File: config.mk
export PLATFORM = sky130hd
export DESIGN_NAME = pic_cascade
export DESIGN_NICKNAME = d
export VERILOG_FILES = /design/src/rtl/pic_pkg.sv /design/src/rtl/pic_initseq.sv /design/src/rtl/pic_unit.sv /design/src/rtl/pic_cascade.sv
export SDC_FILE = /design/constraint.sdc
export NUM_CORES = 1
export LEC_CHECK = 0
export ABC_AREA = 1
export CORE_MARGIN = 2
export CORE_UTILIZATION = 47
export CTS_CLUSTER_DIAMETER = 120
export DETAILED_ROUTE_END_ITERATION = 12
export PLACE_DENSITY = 0.78
export SLEW_MARGIN = 20
export SYNTH_ARGS = -nofsm -noshare
export SYNTH_HDL_FRONTEND = slang
export SYNTH_SLANG_ARGS = --single-unit
File: constraint.sdc
create_clock -name clk -period 6.6 [get_ports clk]
set_clock_uncertainty 0.15 [all_clocks]
set_input_delay 1.98 -clock clk [delete_from_list [all_inputs] [get_ports clk]]
set_output_delay 1.98 -clock clk [all_outputs]
set_load 0.005 [all_outputs]
File: src/rtl/pic_pkg.sv
package pic_pkg;
    localparam int PIC_LINES = 8;
    localparam int PIC_VEC_W = 8;

    typedef enum logic [2:0] {
        SEQ_IDLE,
        SEQ_ICW2,
        SEQ_ICW3,
        SEQ_ICW4,
        SEQ_READY
    } seq_state_e;
endpackage

File: src/rtl/pic_initseq.sv
module pic_initseq
    import pic_pkg::*;
#(
    parameter int VEC_W = PIC_VEC_W,
    parameter int IDX_W = 3
) (
    input  logic                   clk,
    input  logic                   rst_n,
    input  logic                   wr_i,
    input  logic                   a0_i,
    input  logic [VEC_W-1:0]       wdata_i,
    output logic                   ready_o,
    output logic [VEC_W-IDX_W-1:0] base_o,
    output logic                   aeoi_o,
    output logic                   icw1_o,
    output logic                   mask_wr_o,
    output logic                   eoi_o
);
    localparam int BASE_W = VEC_W - IDX_W;
    localparam logic [VEC_W-1:0] EOI_CODE = VEC_W'(8'h20);

    typedef struct packed {
        seq_state_e        st;
        logic              need4;
        logic              single;
        logic [BASE_W-1:0] base;
        logic              aeoi;
    } seq_t;

    seq_t seq_q, seq_d;

    always_comb begin
        seq_d     = seq_q;
        icw1_o    = wr_i && !a0_i && wdata_i[4];
        mask_wr_o = wr_i && a0_i && (seq_q.st == SEQ_READY);
        eoi_o     = wr_i && !a0_i && (seq_q.st == SEQ_READY) && (wdata_i == EOI_CODE);
        if (icw1_o) begin
            seq_d.st     = SEQ_ICW2;
            seq_d.need4  = wdata_i[0];
            seq_d.single = wdata_i[1];
            seq_d.aeoi   = 1'b0;
        end else if (wr_i && a0_i) begin
            case (seq_q.st)
                SEQ_ICW2: begin
                    seq_d.base = wdata_i[VEC_W-1:IDX_W];
                    if (!seq_q.single)     seq_d.st = SEQ_ICW3;
                    else if (seq_q.need4)  seq_d.st = SEQ_ICW4;
                    else                   seq_d.st = SEQ_READY;
                end
                SEQ_ICW3: seq_d.st = seq_q.need4 ? SEQ_ICW4 : SEQ_READY;
                SEQ_ICW4: begin
                    seq_d.aeoi = wdata_i[1];
                    seq_d.st   = SEQ_READY;
                end
                default: ;
            endcase
        end
    end

    always_ff @(posedge clk or negedge rst_n) begin
        if (!rst_n) begin
            seq_q <= '{st: SEQ_IDLE, need4: 1'b0, single: 1'b0, base: '0, aeoi: 1'b0};
        end else begin
            seq_q <= seq_d;
        end
    end

    assign ready_o = (seq_q.st == SEQ_READY);
    assign base_o  = seq_q.base;
    assign aeoi_o  = seq_q.aeoi;
endmodule

File: src/rtl/pic_unit.sv
module pic_unit
    import pic_pkg::*;
#(
    parameter int N         = PIC_LINES,
    parameter int VEC_W     = PIC_VEC_W,
    parameter int IS_MASTER = 1,
    parameter int CAS_POS   = 2
) (
    input  logic                          clk,
    input  logic                          rst_n,
    input  logic [N-1:0]                  irq_i,
    input  logic                          cas_req_i,
    input  logic                          wr_i,
    input  logic                          a0_i,
    input  logic [VEC_W-1:0]              wdata_i,
    input  logic                          ack_i,
    output logic                          int_o,
    output logic [$clog2(N)-1:0]          win_o,
    output logic [VEC_W-$clog2(N)-1:0]    base_o
);
    localparam int IDX_W  = $clog2(N);
    localparam int BASE_W = VEC_W - IDX_W;
    localparam logic [IDX_W:0] NONE = (IDX_W+1)'(N);

    typedef struct packed {
        logic [N-1:0] irr;
        logic [N-1:0] isr;
        logic [N-1:0] imr;
        logic [N-1:0] prev;
    } unit_t;

    unit_t u_q, u_d;

    logic              ready, aeoi, icw1, mask_wr, eoi;
    logic [BASE_W-1:0] base;
    logic [N-1:0]      ext, casv, eff;
    logic [IDX_W:0]    req_idx, isr_idx;

    pic_initseq #(.VEC_W(VEC_W), .IDX_W(IDX_W)) u_seq (
        .clk       (clk),
        .rst_n     (rst_n),
        .wr_i      (wr_i),
        .a0_i      (a0_i),
        .wdata_i   (wdata_i),
        .ready_o   (ready),
        .base_o    (base),
        .aeoi_o    (aeoi),
        .icw1_o    (icw1),
        .mask_wr_o (mask_wr),
        .eoi_o     (eoi)
    );

    // lowest set bit index = highest priority; NONE when empty
    function automatic logic [IDX_W:0] first_set(input logic [N-1:0] v);
        logic [IDX_W:0] r;
        r = NONE;
        for (int i = N - 1; i >= 0; i--) begin
            if (v[i]) r = (IDX_W+1)'(i);
        end
        return r;
    endfunction

    always_comb begin
        ext  = irq_i;
        casv = '0;
        if (IS_MASTER != 0) begin
            ext[CAS_POS]  = 1'b0;
            casv[CAS_POS] = cas_req_i;
        end
        eff     = (u_q.irr | casv) & ~u_q.imr;
        req_idx = first_set(eff);
        isr_idx = first_set(u_q.isr);
        int_o   = ready && (req_idx < isr_idx);
        win_o   = req_idx[IDX_W-1:0];

        u_d      = u_q;
        u_d.prev = ext;
        if (ack_i && int_o) begin
            u_d.irr[win_o] = 1'b0;
            if (!aeoi) u_d.isr[win_o] = 1'b1;
        end
        if (eoi && (isr_idx != NONE)) begin
            u_d.isr[isr_idx[IDX_W-1:0]] = 1'b0;
        end
        if (icw1) begin
            u_d.isr = '0;
            u_d.imr = '1;
        end
        if (mask_wr) u_d.imr = wdata_i[N-1:0];
        u_d.irr = u_d.irr | (ext & ~u_q.prev);
    end

    always_ff @(posedge clk or negedge rst_n) begin
        if (!rst_n) begin
            u_q <= '{irr: '0, isr: '0, imr: '1, prev: '0};
        end else begin
            u_q <= u_d;
        end
    end

    assign base_o = base;
endmodule

File: src/rtl/pic_cascade.sv
module pic_cascade
    import pic_pkg::*;
#(
    parameter int N       = PIC_LINES,
    parameter int VEC_W   = PIC_VEC_W,
    parameter int CAS_POS = 2
) (
    input  logic             clk,
    input  logic             rst_n,
    input  logic [2*N-1:0]   irq_i,
    input  logic             reg_wr_i,
    input  logic             reg_sel_slave_i,
    input  logic             reg_a0_i,
    input  logic [VEC_W-1:0] reg_wdata_i,
    input  logic             inta_i,
    output logic             cpu_int_o,
    output logic             vec_valid_o,
    output logic [VEC_W-1:0] vec_o
);
    localparam int UNITS  = 2;
    localparam int IDX_W  = $clog2(N);
    localparam int BASE_W = VEC_W - IDX_W;

    typedef struct packed {
        logic [VEC_W-1:0] vec;
        logic             valid;
    } out_t;

    logic              unit_int  [UNITS];
    logic              unit_ack  [UNITS];
    logic              unit_wr   [UNITS];
    logic              unit_cas  [UNITS];
    logic [IDX_W-1:0]  unit_win  [UNITS];
    logic [BASE_W-1:0] unit_base [UNITS];
    logic [VEC_W-1:0]  unit_vec  [UNITS];

    out_t out_q, out_d;

    for (genvar u = 0; u < UNITS; u++) begin : g_unit
        assign unit_wr[u]  = reg_wr_i && (reg_sel_slave_i == 1'(u));
        assign unit_vec[u] = unit_int[u] ? {unit_base[u], unit_win[u]}
                                         : {unit_base[u], {IDX_W{1'b1}}};
        pic_unit #(
            .N         (N),
            .VEC_W     (VEC_W),
            .IS_MASTER ((u == 0) ? 1 : 0),
            .CAS_POS   (CAS_POS)
        ) u_unit (
            .clk       (clk),
            .rst_n     (rst_n),
            .irq_i     (irq_i[u*N +: N]),
            .cas_req_i (unit_cas[u]),
            .wr_i      (unit_wr[u]),
            .a0_i      (reg_a0_i),
            .wdata_i   (reg_wdata_i),
            .ack_i     (unit_ack[u]),
            .int_o     (unit_int[u]),
            .win_o     (unit_win[u]),
            .base_o    (unit_base[u])
        );
    end

    assign unit_cas[0] = unit_int[1];
    assign unit_cas[1] = 1'b0;
    assign unit_ack[0] = inta_i;
    assign unit_ack[1] = inta_i && unit_int[0] && (unit_win[0] == IDX_W'(CAS_POS));

    always_comb begin
        out_d       = out_q;
        out_d.valid = inta_i;
        if (inta_i) out_d.vec = unit_ack[1] ? unit_vec[1] : unit_vec[0];
    end

    always_ff @(posedge clk or negedge rst_n) begin
        if (!rst_n) begin
            out_q <= '0;
        end else begin
            out_q <= out_d;
        end
    end

    assign cpu_int_o   = unit_int[0];
    assign vec_valid_o = out_q.valid;
    assign vec_o       = out_q.vec;
endmodule

==> Word level (Yosys, flattened, before mapping) <==
Index checks and enable logic that the tools add are counted.
{ "classes": {"n_bitwise": 24, "muxes": 69, "eq_ne": 12, "magnitude_cmp": 10, "n_reduce_logical": 40} }
{ "op_table": {"columns": ["op", "count"], "rows": [
  ["$mux 4", 32],
  ["$and 8x8->8", 8],
  ["$mux 16", 4],
  ["$not 8->8", 8],
  ["$mux 8", 7],
  ["$or 8x8->8", 4],
  ["$mux 3", 10],
  ["$logic_and 1x1->1", 25],
  ["$pmux 3 s3", 2],
  ["$lt 3x4->1 const B", 4],
  ["$eq 3x2->1 const B", 5],
  ["$demux 1 s3", 4],
  ["$ge 3x1->1 const B", 4],
  ["$reduce_bool 2->1", 6],
  ["$mux 1", 10],
  ["$eq 8x6->1 const B", 1],
  ["$lt 4x4->1", 2],
  ["$ne 4x4->1 const B", 2],
  ["$or 8x3->8", 1],
  ["$reduce_and 2->1", 4],
  ["$reduce_bool 4->1", 2],
  ["$eq 3x1->1 const B", 2],
  ["$eq 3x3->1 const B", 2],
  ["$reduce_and 3->1", 2],
  ["2 further kinds", 4]
]} }
{ "word_totals": {"out_inout_bits": 10, "ff_bits": 94, "elab_cells": 175} }

==> Depth between registers and ports, before layout <==
Gate-level depths: netlist of the first run.
{ "logic_depth": {"word_depth": 33, "mapped_depth": 28, "ltp_nobuf": 28} }

==> Hierarchy <==
Synthesis of the first run repeated with hierarchy kept, for this count alone.
{ "hier_totals": {"hier_cells": 704, "hier_area_um2": 5434.0} }
{ "modules_own_cells": {"columns": ["mod", "area_each_um2", "cells_per_inst", "instances"], "rows": [
  ["pic_unit at g_unit[0].u_unit", 1846.8, 234, 1],
  ["pic_unit at g_unit[1].u_unit", 1828.0, 234, 1],
  ["pic_initseq", 604.3, 79, 2],
  ["pic_cascade", 550.5, 78, 1]
]} }

==> Worst setup path before layout of the first run <==
OpenSTA, ideal clock, no wires.
{ "synth_timing": {"path_kind": "reg-to-output", "startpoint": "reg g_unit[1].u_unit.u_q[13] in the netlist's numbering", "endpoint": "out cpu_int_o", "stages_incl_launch_ff": 20, "slack_ps": 1244, "n_path_buf": 0, "arrival_ps": 3226, "path_cell_list": "dfstp_2 inv_1 nand2_1 nand2_1 nor2_1 inv_1 a21oi_1 ha_1 nand2_1 nand2_1 nand2_2 nand2_4 nand2_4 nand2_4 nand2_1 nor2_1 ha_1 a211oi_1 nand2_1 inv_1"} }
{ "synth_via": {"elab_chain_cells": 17} }
{ "synth_lines": {"columns": ["item", "line", "text"], "rows": [
  ["start: declaration", "pic_unit.sv:32", "unit_t u_q, u_d;"],
  ["start signal: assignment", "pic_unit.sv:95", "u_q <= '{irr: '0, isr: '0, imr: '1, prev: '0};"],
  ["start signal: assignment", "pic_unit.sv:97", "u_q <= u_d;"],
  ["$not 8->8", "pic_unit.sv:70", "eff = (u_q.irr | casv) & ~u_q.imr;"],
  ["$and 8x8->8", "pic_unit.sv:70", null],
  ["$mux 4 (6 in a row)", "pic_unit.sv:58", "if (v[i]) r = (IDX_W+1)'(i);"],
  ["$lt 4x4->1", "pic_unit.sv:73", "int_o = ready && (req_idx < isr_idx);"],
  ["$logic_and 1x1->1", "pic_unit.sv:73", null],
  ["$or 8x3->8", "pic_unit.sv:70", null],
  ["$and 8x8->8", "pic_unit.sv:70", null],
  ["$mux 4 (3 in a row)", "pic_unit.sv:58", null],
  ["$lt 4x4->1", "pic_unit.sv:73", null],
  ["$logic_and 1x1->1", "pic_unit.sv:73", null],
  ["end: declaration", "pic_cascade.sv:16", "output logic cpu_int_o,"]
]} }
Every way passes these cells.

==> Final worst setup path of the first run <==
{ "layout_timing": {"startpoint": "reg g_unit[1].u_unit.u_q[16] in the netlist's numbering", "endpoint": "out cpu_int_o"} }
{ "layout_via": {"elab_chain_cells": 10} }
{ "layout_lines": {"columns": ["item", "line"], "rows": [
  ["$mux 4", "pic_unit.sv:58"],
  ["$lt 4x4->1", "pic_unit.sv:73"],
  ["$logic_and 1x1->1", "pic_unit.sv:73"],
  ["$or 8x3->8", "pic_unit.sv:70"],
  ["$and 8x8->8", "pic_unit.sv:70"],
  ["$mux 4 (3 in a row)", "pic_unit.sv:58"],
  ["$lt 4x4->1", "pic_unit.sv:73"],
  ["$logic_and 1x1->1", "pic_unit.sv:73"]
]} }
Every way passes these cells.

==> impl_metrics.env, run 1 <==
export IMPL_power_density_nw_per_um2=347
export IMPL_vdd_ir_drop_worst_mv=0.185
export IMPL_register_area_um2=2370
export IMPL_power_uw=1950
export IMPL_core_area_um2=10200
export IMPL_fillers=906
export IMPL_drive_gt1_share_pct=9.67
export IMPL_crit_slowest_cell="nor4_1"
export IMPL_dpl_instance_area_um2=5420
export IMPL_multi_input_area_um2=2010
export IMPL_dieHeight_um=106
export IMPL_cp_cell_sequence="nor4_1 > nand2_1 > ha_1 > a211oi_2 > nand2_4 > nand2_4 > nand2_4 > nand2_1 > nor2_1 > ha_1 > a211oi_1 > buf_4 > nand2_1 > inv_1 > clkdlybuf4s50_1"
export IMPL_syn_avg_cell_area_um2=7.84
export IMPL_routed_via_density=5.21
export IMPL_tightest_slew_ns=1.00
export IMPL_cp_max_fo=5
export IMPL_cts_buffers=9
export IMPL_final_cell_mix="nand2_1, inv_1, dfrtp_1"
export IMPL_p_leak_uw=0.00278
export IMPL_clockRootBuffer="clkbuf_8"
export IMPL_relSlewSlack_pct=32.6
export IMPL_hold_path_class="reg2reg"
export IMPL_synth_cells=624
export IMPL_timing_final_crit_period_ns=6.21
export IMPL_cts_htree_levels=3
export IMPL_synthDominantCellAreaShare_pct=39.9
export IMPL_drtIter0Drc=285
export IMPL_nNetsFinal=703
export IMPL_num_vias=4208
export IMPL_overflow=0
export IMPL_grt_max_degree=56
export IMPL_synth_nets=660
export IMPL_rsz0062_at_grt="no"
export IMPL_dr_pass1_iters=5
export IMPL_ys_warnings_count=0
export IMPL_dieWidth_um=106
export IMPL_fin_area_um2=5620
export IMPL_finalSetupViolCount=0
export IMPL_synth_top_area_cell="dfrtp_1"
export IMPL_period_share_pct=94.0
export IMPL_initial_core_util_pct=47.8
export IMPL_layout_commonest_cell="nand2_1"
export IMPL_cts_setup_buffers=0
export IMPL_cp_end_kind="output port"
export IMPL_critPathLaunchType="flop"
export IMPL_insertion_delay_ns=0.37
export IMPL_track_usage_pct=21.8
export IMPL_io_buffers=38
export IMPL_worstPathRequired_ns=4.47
export IMPL_grt_pass1_wl_um=19500
export IMPL_cts_reportedPaths_clkPinSlew_ns=0.09
export IMPL_place_gp_congestion=0.920
export IMPL_synthTopCellsByArea="dfrtp_1, nand2_1, inv_1"
export IMPL_yosys_cell_types_count=38
export IMPL_diodes=0
export IMPL_wl_per_cell_um=13.6
export IMPL_cts_sinks=94
export IMPL_drv_cap=0
export IMPL_dieArea_um2=11200
export IMPL_worst_setup_path_type="reg2out"
export IMPL_fin_setup_tns_ns=0
export IMPL_area_delta_synth_final_pct=14.7
export IMPL_drc=0
export IMPL_slew_viol_final=0
export IMPL_hold_violations=0
export IMPL_postRouteAntennaNets=0
export IMPL_cts_resized_gates=0
export IMPL_critPathMaxStageDelay_ns=0.53
export IMPL_grt_pass1_vias=4206
export IMPL_synthFlopType="dfrtp_1"
export IMPL_max_freq_mhz=161
export IMPL_synth_area_um2=4890
export IMPL_cp_arrival_ns=4.08
export IMPL_routed_wl_um=11000
export IMPL_clockBufferDepth=2
export IMPL_status="finished, final reports clean"
export IMPL_final_util_pct=54.9
export IMPL_row_count=37
export IMPL_hpwlAfterDp_um=8400
export IMPL_antenna_found_initial=0
export IMPL_synth_edff_count=0
export IMPL_io_pins=40
export IMPL_cts_tree="yes"
export IMPL_holdBufCountCts=0
export IMPL_ys_seq_area_share_pct=48.5
export IMPL_synth_seq_cells=94
export IMPL_synth_async_reset_ratio_pct=100
metal layers:
| layer | share of wire, % | up-vias | global-route usage (%) |
|---|---|---|---|
| met5 | 0 | - | 0 |
| met4 | 2.5 | 0 | 10.2 |
| li1 | - | 2078 | - |
| met1 | 45 | 1990 | 29.4 |
| met3 | 4.8 | 26 | 3.13 |
| met2 | 47 | 114 | 35.0 |
synthesized netlist by cell type (all sizes together), types with 2 or more instances:
library cell and n:
nand2 141, inv 122, dfrtp 78, nor2 65, o21ai 62, a21oi 32
nand3 30, nor3 19, dfstp 16, a31oi 10, clkbuf 6, ha 6
nor4 6, o22ai 6, a21boi 4, nand4 4, a211oi 3, clkinv 3
or2 3, buf 2, o221ai 2, o31ai 2
where the power goes:
group | internal [uW] | total [uW] | switching [uW] | leakage [uW]
clock network | 176 | 382 | 207 | 0.0000956
registers | 738 | 820 | 82.6 | 0.00109
logic | 262 | 747 | 485 | 0.00159
total | 1180 | 1950 | 774 | 0.00278
stage by stage:
stage / setup WS, ns / hold WS, ns / instances
3_5_place_dp: 0.787 / 0.278 / 792
3_3_place_gp: 0.946 / 0.269 / 792
2_1_floorplan: 1.24 / 0.250 / 624
5_1_grt: 0.0460 / 0.314 / 808
4_1_cts: 0.379 / 0.293 / 808
6_report: 0.395 / 0.287 / 808
kinds of logic (layout without fill, tap and decap cells):
kind of cell	count (synthesis)	count (layout)	synth area share, %
DFF	94	94	48.5
adders and majority gates	6	6	1.53
AOI/OAI and AO/OA	123	123	14.3
buffers and inverters	133	181	10.4
and+or+nand+nor	268	268	25.3
sequential cells by signal, indices dropped and copies added (netlist names):
name	count
g_unit.u_unit.u_q	63
g_unit.u_unit.u_seq.aeoi_o	2
g_unit.u_unit.u_seq.base_o	10
g_unit.u_unit.u_seq.seq_q	10
vec_o	8
vec_valid_o	1
worst max-delay path, delay by kind of cell (launching register included):
kind                     cells  cell delay (ns)
adder cells (fa/ha/maj)      2             0.66
buffers and inverters        3             0.81
flip-flops                   1             0.44
AO/OA/AOI/OAI                2             0.56
AND/OR/NAND/NOR              8             1.23
final timing paths:
| kind | slack [ns] | endpoint | startpoint | cells after the start |
|---|---|---|---|---|
| setup / recovery | 0.39 | cpu_int_o | g_unit[1].u_unit.u_q[16]$_DFF_PN0_ | 15 |
| hold / removal | 0.29 | g_unit[0].u_unit.u_q[24]$_DFF_PN0_ | g_unit[0].u_unit.u_q[0]$_DFF_PN0_ | 1 |
| setup reg to reg | 2.58 | vec_o[1]$_DFFE_PN0P_ | g_unit[1].u_unit.u_q[16]$_DFF_PN0_ | 17 |
| hold reg to reg | 0.29 | g_unit[0].u_unit.u_q[24]$_DFF_PN0_ | g_unit[0].u_unit.u_q[0]$_DFF_PN0_ | 1 |
| max in group asynchronous | 3.80 | g_unit[0].u_unit.u_q[19]$_DFF_PN0_ | rst_n | 2 |
| min in group asynchronous | 1.42 | g_unit[1].u_unit.u_q[29]$_DFF_PN0_ | rst_n | 1 |
cell type report:
| type | count | area share, % |
|---|---|---|
| sequential | 94 | 42.2 |
| multi-input combinational | 397 | 35.9 |
| inverter | 125 | 8.36 |
| timing repair buffer | 40 | 7.00 |
| tap | 136 | 3.03 |
| clock buffer | 9 | 2.21 |
| clock inverter | 7 | 1.29 |
Power figures use the tool's default switching activity.
==> inputs of run 2 (changes only) <==
--- a/config.mk
+++ b/config.mk
@@ -5,11 +5,12 @@
 export SDC_FILE = /design/constraint.sdc
 export NUM_CORES = 1
 export LEC_CHECK = 0
-export ABC_AREA = 1
 export CORE_MARGIN = 2
 export CORE_UTILIZATION = 47
+export CTS_BUF_LIST = sky130_fd_sc_hd__clkbuf_4 sky130_fd_sc_hd__clkbuf_8
 export CTS_CLUSTER_DIAMETER = 120
 export DETAILED_ROUTE_END_ITERATION = 12
+export HOLD_SLACK_MARGIN = 0.15
 export PLACE_DENSITY = 0.78
 export SLEW_MARGIN = 20
 export SYNTH_ARGS = -nofsm -noshare
==> run 2 against run 1 <==
Compared with the run above:
- synthesized cell count shrank 24%
- maximum frequency down 2.0%
- die area down 4.7%
- worst setup slack worse by 0.13 ns
- power grew 7.2%
- sequential cell count unchanged
- synthesized area is 4.9% lower
- wire length fell by 2.8%
- global-route usage shrank 0.73 points
- register-to-register slack worse by 1.4 ns
- non-clock buffer count is 2 higher
==> impl_metrics.env, run 2 <==
export IMPL_reg2regPathDepth=19
export IMPL_period_share_pct=95.9
export IMPL_synth_top_family_by_area="simple AND/OR/NAND/NOR gates"
export IMPL_synthTopCellsByCount="dfrtp_1, nor2_1, nand2_1"
export IMPL_critical_path_depth=17
export IMPL_cts_buffers=9
export IMPL_yosys_cell_types_count=62
export IMPL_crit_buf_inv=2
export IMPL_synth_compound_area_share_pct=18.7
export IMPL_synth_edff_count=0
export IMPL_synth_xor_area_share_pct=0
export IMPL_crit_end="cpu_int_o"
export IMPL_synthTopCellsByArea="dfrtp_1, dfstp_2, nor2_1"
export IMPL_ys_warnings_count=0
export IMPL_crit_slowest_cell="dfstp_2"
export IMPL_hpwlAfterDp_um=7770
export IMPL_drive_gt1_share_pct=13.7
export IMPL_crit_family="compound AO/OA/AOI/OAI gates"
export IMPL_p_seq_share_pct=40.1
export IMPL_synth_async_reset_ratio_pct=100
export IMPL_final_cell_mix="dfrtp_1, nor2_1, nand2_1"
export IMPL_dr_pass1_iters=5
export IMPL_holdBufCountCts=0
export IMPL_dieArea_um2=10700
export IMPL_p_leak_uw=0.00239
export IMPL_power_density_nw_per_um2=385
export IMPL_dieHeight_um=104
export IMPL_nNetsFinal=555
export IMPL_synthFlopType="dfrtp_1"
export IMPL_worstPathRequired_ns=4.47
export IMPL_diodes=0
export IMPL_cp_cell_sequence="nand2b_1 > a21boi_4 > nand4_1 > nor2_1 > ha_1 > a21oi_2 > nand2_2 > a2111oi_4 > o21ai_4 > o211ai_4 > inv_4 > ha_1 > and2_1 > o21a_1 > nor2b_1 > nor2b_1 > clkdlybuf4s50_1"
export IMPL_status="finished, final reports clean"
export IMPL_wl_per_cell_um=16.2
export IMPL_max_freq_mhz=158
export IMPL_synth_simple_area_share_pct=20.3
export IMPL_row_count=36
export IMPL_routed_wl_um=10700
export IMPL_routed_via_density=5.67
export IMPL_fin_setup_tns_ns=0
export IMPL_p_sw_uw=774
export IMPL_dieWidth_um=104
export IMPL_insertion_delay_ns=0.36
export IMPL_cts_sinks=94
export IMPL_critPathLaunchType="flop"
export IMPL_r2r_end="vec_o[7]$_DFFE_PN0P_"
export IMPL_postRouteAntennaNets=0
export IMPL_drv_cap=0
export IMPL_finalSetupViolCount=0
export IMPL_critPathMaxStageDelay_ns=0.53
export IMPL_hold_violations=0
export IMPL_timing_final_crit_period_ns=6.33
export IMPL_grt_pass1_vias=3791
export IMPL_cp_end_kind="output port"
export IMPL_cts_tree="yes"
export IMPL_overflow=0
export IMPL_ys_seq_area_share_pct=50.9
export IMPL_slew_viol_final=0
export IMPL_largest_register="g_unit.u_unit.u_q"
export IMPL_largest_reg_flops=63
export IMPL_stdcell_count=657
export IMPL_synth_nets=513
export IMPL_rr_startpoint="g_unit[1].u_unit.u_q[12]$_DFFE_PN1P_"
export IMPL_relSlewSlack_pct=31.8
export IMPL_rrSetupSlack_ns=1.23
export IMPL_cts_htree_levels=3
export IMPL_io_pins=40
export IMPL_area_delta_synth_final_pct=16.6
export IMPL_grt_pass1_wl_um=18300
export IMPL_dp_cells=640
export IMPL_synth_cells=477
export IMPL_syn_avg_cell_area_um2=9.76
export IMPL_drc=0
export IMPL_synthDominantCellAreaShare_pct=41.9
export IMPL_clockBufferDepth=2
export IMPL_initial_core_util_pct=48.1
export IMPL_synth_seq_cells=94
export IMPL_antenna_found_initial=0
export IMPL_worst_setup_path_type="reg2out"
export IMPL_p_clk_share_pct=20.7
export IMPL_cp_max_fo=7
export IMPL_startpoint="g_unit[1].u_unit.u_q[12]$_DFFE_PN1P_"
export IMPL_synth_most_common_cell="dfrtp_1"
export IMPL_clockRootBuffer="clkbuf_8"
export IMPL_tightest_slew_ns=1.02
export IMPL_num_vias=3727
export IMPL_synthMuxAreaShare_pct=4.59
export IMPL_cp_arrival_ns=4.20
export IMPL_hold_path_class="reg2reg"
export IMPL_vdd_ir_drop_worst_mv=0.183
export IMPL_synth_fa_ha_area_share_pct=1.61
export IMPL_io_buffers=38
export IMPL_p_int_uw=1320
export IMPL_layout_commonest_cell="dfrtp_1"
export IMPL_comb_power_share_pct=39.2
export IMPL_synth_area_um2=4660
export IMPL_core_area_um2=9680
export IMPL_synth_top_area_cell="dfrtp_1"
export IMPL_track_usage_pct=21.1
export IMPL_drtIter0Drc=172
export IMPL_place_gp_congestion=0.868
export IMPL_grt_max_degree=54
export IMPL_swShare_pct=37.0
export IMPL_cts_reportedPaths_clkPinSlew_ns=0.08
==> run 2: cell count changes after synthesis, sizes merged, moves of 8 or more <==
cell / before / now
nand2: 141 / 50
nand2b: 0 / 10
nand3: 30 / 18
o211ai: 0 / 8
inv: 122 / 32
nor2: 65 / 52
o21ai: 62 / 29
nor2b: 0 / 14
mux2: 0 / 11
mux2i: 0 / 9
==> run 2: logic make-up (layout without fill, tap and decap cells) <==
kind of cell | after synthesis | in the layout
flops | 94 | 94
fa+ha+maj | 6 | 6
compound gates | 124 | 124
simple gates | 189 | 189
mux | 20 | 20
buf+inv | 44 | 91
==> run 2: cell type report <==
class                           count  area (um^2)
Clock buffer                       13          160
Sequential cell                    94         2370
Tap cell                          133          166
Timing Repair Buffer               42          408
Fill cell                         843         4250
Multi-Input combinational cell    339         2130
Clock inverter                      3         67.6
Inverter                           33          126
==> run 2: worst min path at each step <==
stage,endpoint,depth (start not counted),start
3_3_place_gp,g_unit[0].u_unit.u_q[29]$_DFF_PN0_,1,g_unit[0].u_unit.u_q[5]$_DFF_PN0_
5_1_grt,g_unit[0].u_unit.u_q[28]$_DFF_PN0_,1,g_unit[0].u_unit.u_q[4]$_DFF_PN0_
6_report,g_unit[0].u_unit.u_q[31]$_DFF_PN0_,1,g_unit[0].u_unit.u_q[7]$_DFF_PN0_
4_1_cts,g_unit[0].u_unit.u_q[31]$_DFF_PN0_,1,g_unit[0].u_unit.u_q[7]$_DFF_PN0_
3_5_place_dp,g_unit[0].u_unit.u_q[31]$_DFF_PN0_,1,g_unit[0].u_unit.u_q[7]$_DFF_PN0_
2_1_floorplan,g_unit[0].u_unit.u_q[24]$_DFF_PN0_,1,g_unit[0].u_unit.u_q[0]$_DFF_PN0_
==> run 2: power by group through the flow <==
stage | clock network, uW | logic, uW | registers [uW]
2_1_floorplan | 0 | 564 | 818
3_3_place_gp | 0 | 752 | 837
3_5_place_dp | 0 | 785 | 845
4_1_cts | 441 | 790 | 835
5_1_grt | 471 | 910 | 856
6_report | 432 | 820 | 837
==> run 2: through the flow <==
stage	setup slack [ns]	hold slack (ns)	power (uW)	instance area, um^2	util [%]
floorplan	1.13	0.250	1380	4660	-
global placement	0.376	0.258	1590	5170	53.4
detailed placement	0.201	0.266	1630	5170	53.4
CTS	0.00909	0.281	2070	5400	55.8
global route	-0.00506	0.294	2240	5430	56.1
finish	0.267	0.272	2090	5430	56.1
==> run 2: routing by layer <==
metal | vias to the layer above | global-route usage, % | wire length [um]
li1 | 1778 | - | -
met2 | 118 | 34.5 | 5030
met1 | 1817 | 27.6 | 4880
met5 | - | 0 | 0
met3 | 14 | 4.47 | 573
met4 | 0 | 8.49 | 169
==> run 2: timing repair <==
action                                  CTS  global route
endpoints found under the setup margin    1             1
pin swaps                                 0             2
resized for setup                         2             5
setup buffers                             0             1
==> inputs of run 3 (changes only) <==
--- a/config.mk
+++ b/config.mk
@@ -10,8 +10,10 @@
 export CTS_BUF_LIST = sky130_fd_sc_hd__clkbuf_4 sky130_fd_sc_hd__clkbuf_8
 export CTS_CLUSTER_DIAMETER = 120
 export DETAILED_ROUTE_END_ITERATION = 12
+export GPL_TIMING_DRIVEN = 0
 export HOLD_SLACK_MARGIN = 0.15
 export PLACE_DENSITY = 0.78
+export SKIP_CTS_REPAIR_TIMING = 1
 export SLEW_MARGIN = 20
 export SYNTH_ARGS = -nofsm -noshare
 export SYNTH_HDL_FRONTEND = slang
==> run 3 against run 2 <==
Compared with the run above:
- global-route usage decreased by 0.071 points
- final area rose by 2.3%
- sequential share of layout area shrank 0.99 points
- critical path depth unchanged
- worst setup slack better by 0.28 ns
- wire length up 1.7%
- cell count increased by 2.6%
- hold slack got worse by 0.0024 ns
- clock power shrank 7.9%
- critical endpoint unchanged
- highest routed layer unchanged
==> impl_metrics.env, run 3 (synthesis gave the netlist of run 2 again) <==
export IMPL_cp_cell_sequence="nand2b_1 > a21boi_4 > nand4_1 > nor2_2 > ha_1 > a21oi_2 > nand2_2 > a2111oi_4 > o21ai_4 > o211ai_4 > inv_4 > ha_1 > and2_1 > o21a_1 > nor2b_1 > nor2b_1 > dlymetal6s2s_1"
export IMPL_cts_reportedPaths_clkPinSlew_ns=0.10
export IMPL_slew_viol_final=0
export IMPL_reg2regPathDepth=19
export IMPL_antenna_found_initial=0
export IMPL_largest_register="g_unit.u_unit.u_q"
export IMPL_fin_setup_tns_ns=0
export IMPL_cts_tree="yes"
export IMPL_io_pins=40
export IMPL_num_vias=3793
export IMPL_diodes=0
export IMPL_fillers=834
export IMPL_postRouteAntennaNets=0
export IMPL_r2r_end="vec_o[7]$_DFFE_PN0P_"
export IMPL_min_path_cells=1
export IMPL_place_gp_congestion=0.886
export IMPL_drive_gt1_share_pct=16.3
export IMPL_initial_core_util_pct=48.1
export IMPL_holdPathEnd="g_unit[0].u_unit.u_q[31]$_DFF_PN0_"
export IMPL_p_leak_uw=0.00246
export IMPL_core_area_um2=9680
export IMPL_hp_start="g_unit[0].u_unit.u_q[7]$_DFF_PN0_"
export IMPL_overflow=0
export IMPL_drtIter0Drc=194
export IMPL_insertion_delay_ns=0.38
export IMPL_dieWidth_um=104
export IMPL_cts_htree_levels=3
export IMPL_largest_reg_flops=63
export IMPL_drv_cap=0
export IMPL_fin_area_um2=5560
export IMPL_final_util_pct=57.4
export IMPL_hold_violations=0
export IMPL_tightest_slew_ns=0.843
export IMPL_critPathMaxStageDelay_ns=0.55
export IMPL_dieHeight_um=104
export IMPL_hpwlAfterDp_um=7820
export IMPL_rr_startpoint="g_unit[1].u_unit.u_q[12]$_DFFE_PN1P_"
export IMPL_timing_final_crit_period_ns=6.06
export IMPL_cp_end_kind="output port"
export IMPL_layout_commonest_cell="dfrtp_1"
export IMPL_routed_wl_um=10800
export IMPL_wl_per_cell_um=16.1
export IMPL_dp_cells=648
export IMPL_stdcell_count=674
export IMPL_grt_pass1_wl_um=18300
export IMPL_worst_setup_path_type="reg2out"
export IMPL_rsz0062_at_grt="no"
export IMPL_area_delta_synth_final_pct=19.3
export IMPL_cts_buffers=9
export IMPL_multi_input_area_um2=2150
export IMPL_hold_path_class="reg2reg"
export IMPL_dr_pass1_iters=5
export IMPL_rrSetupSlack_ns=1.21
export IMPL_crit_family="compound AO/OA/AOI/OAI gates"
export IMPL_dieArea_um2=10700
export IMPL_row_count=36
export IMPL_final_cell_mix="dfrtp_1, nor2_1, nand2_1"
export IMPL_cp_max_fo=6
export IMPL_critPathLaunchType="flop"
export IMPL_cp_arrival_ns=3.93
export IMPL_clockBufferDepth=2
export IMPL_drc=0
export IMPL_status="finished, final reports clean"
export IMPL_dpl_instance_area_um2=5220
export IMPL_register_area_um2=2370
export IMPL_period_share_pct=91.7
export IMPL_worstPathRequired_ns=4.47
export IMPL_relSlewSlack_pct=43.4
export IMPL_grt_pass1_vias=3760
export IMPL_nNetsFinal=572
export IMPL_max_freq_mhz=165
export IMPL_finalSetupViolCount=0
export IMPL_track_usage_pct=21.0
export IMPL_crit_slowest_cell="dfstp_2"
export IMPL_cts_sinks=94
export IMPL_crit_buf_inv=2
export IMPL_clockRootBuffer="clkbuf_8"
export IMPL_power_uw=2090
export IMPL_grt_max_degree=63
export IMPL_io_buffers=37
export IMPL_routed_via_density=5.63
export IMPL_vdd_ir_drop_worst_mv=0.213
export IMPL_power_density_nw_per_um2=376
==> run 3: metrics by stage <==
stage / hold WS [ns] / worst slack, ns
2_1_floorplan: 0.250 / 1.13
3_3_place_gp: 0.256 / 0.0951
3_5_place_dp: 0.261 / 0.207
4_1_cts: 0.273 / -0.242
5_1_grt: 0.304 / 0.246
6_report: 0.269 / 0.545
==> run 3: worst register-to-register path: cells and delay by family (launching register included) <==
family	cells	cell delay (ns)
compound gates	9	2.34
simple gates	7	1.16
fa+ha+maj	2	0.66
flops	1	0.55
mux	1	0.39
==> run 3: area by class of cell <==
class,instances,share of cell area [%]
multi-input combinational,339,38.7
buffer,11,0.968
inverter,33,2.34
sequential,94,42.7
tap,133,2.99
timing repair buffer,48,8.58
clock buffer,10,2.48
clock inverter,6,1.26
==> run 3: routing by layer <==
| metal | track usage [%] | vias to the layer above | wire length (um) |
|---|---|---|---|
| met5 | 0 | - | 0 |
| met4 | 9.75 | 0 | 240 |
| met3 | 3.59 | 23 | 533 |
| met2 | 31.5 | 122 | 4990 |
| met1 | 30.0 | 1843 | 5070 |
| li1 | - | 1805 | - |
==> run 3: how the worst max path moves through the flow <==
stage                                               from                                 end  slack, ns  cells past startpoint
floorplan           g_unit[1].u_unit.u_q[12]$_DFFE_PN1P_                           cpu_int_o       1.13                     16
global placement                                   rst_n  g_unit[0].u_unit.u_q[19]$_DFF_PN0_        0.1                      1
detailed placement  g_unit[1].u_unit.u_q[12]$_DFFE_PN1P_                           cpu_int_o       0.21                     15
CTS                 g_unit[1].u_unit.u_q[12]$_DFFE_PN1P_                           cpu_int_o      -0.24                     15
global route        g_unit[1].u_unit.u_q[12]$_DFFE_PN1P_                           cpu_int_o       0.25                     17
finish              g_unit[1].u_unit.u_q[12]$_DFFE_PN1P_                           cpu_int_o       0.54                     17
==> run 3: report_power, final <==
group          total [uW]  switching (uW)  internal, uW
Combinational         857             488           369
Sequential            836             103           732
Clock                 398             210           188
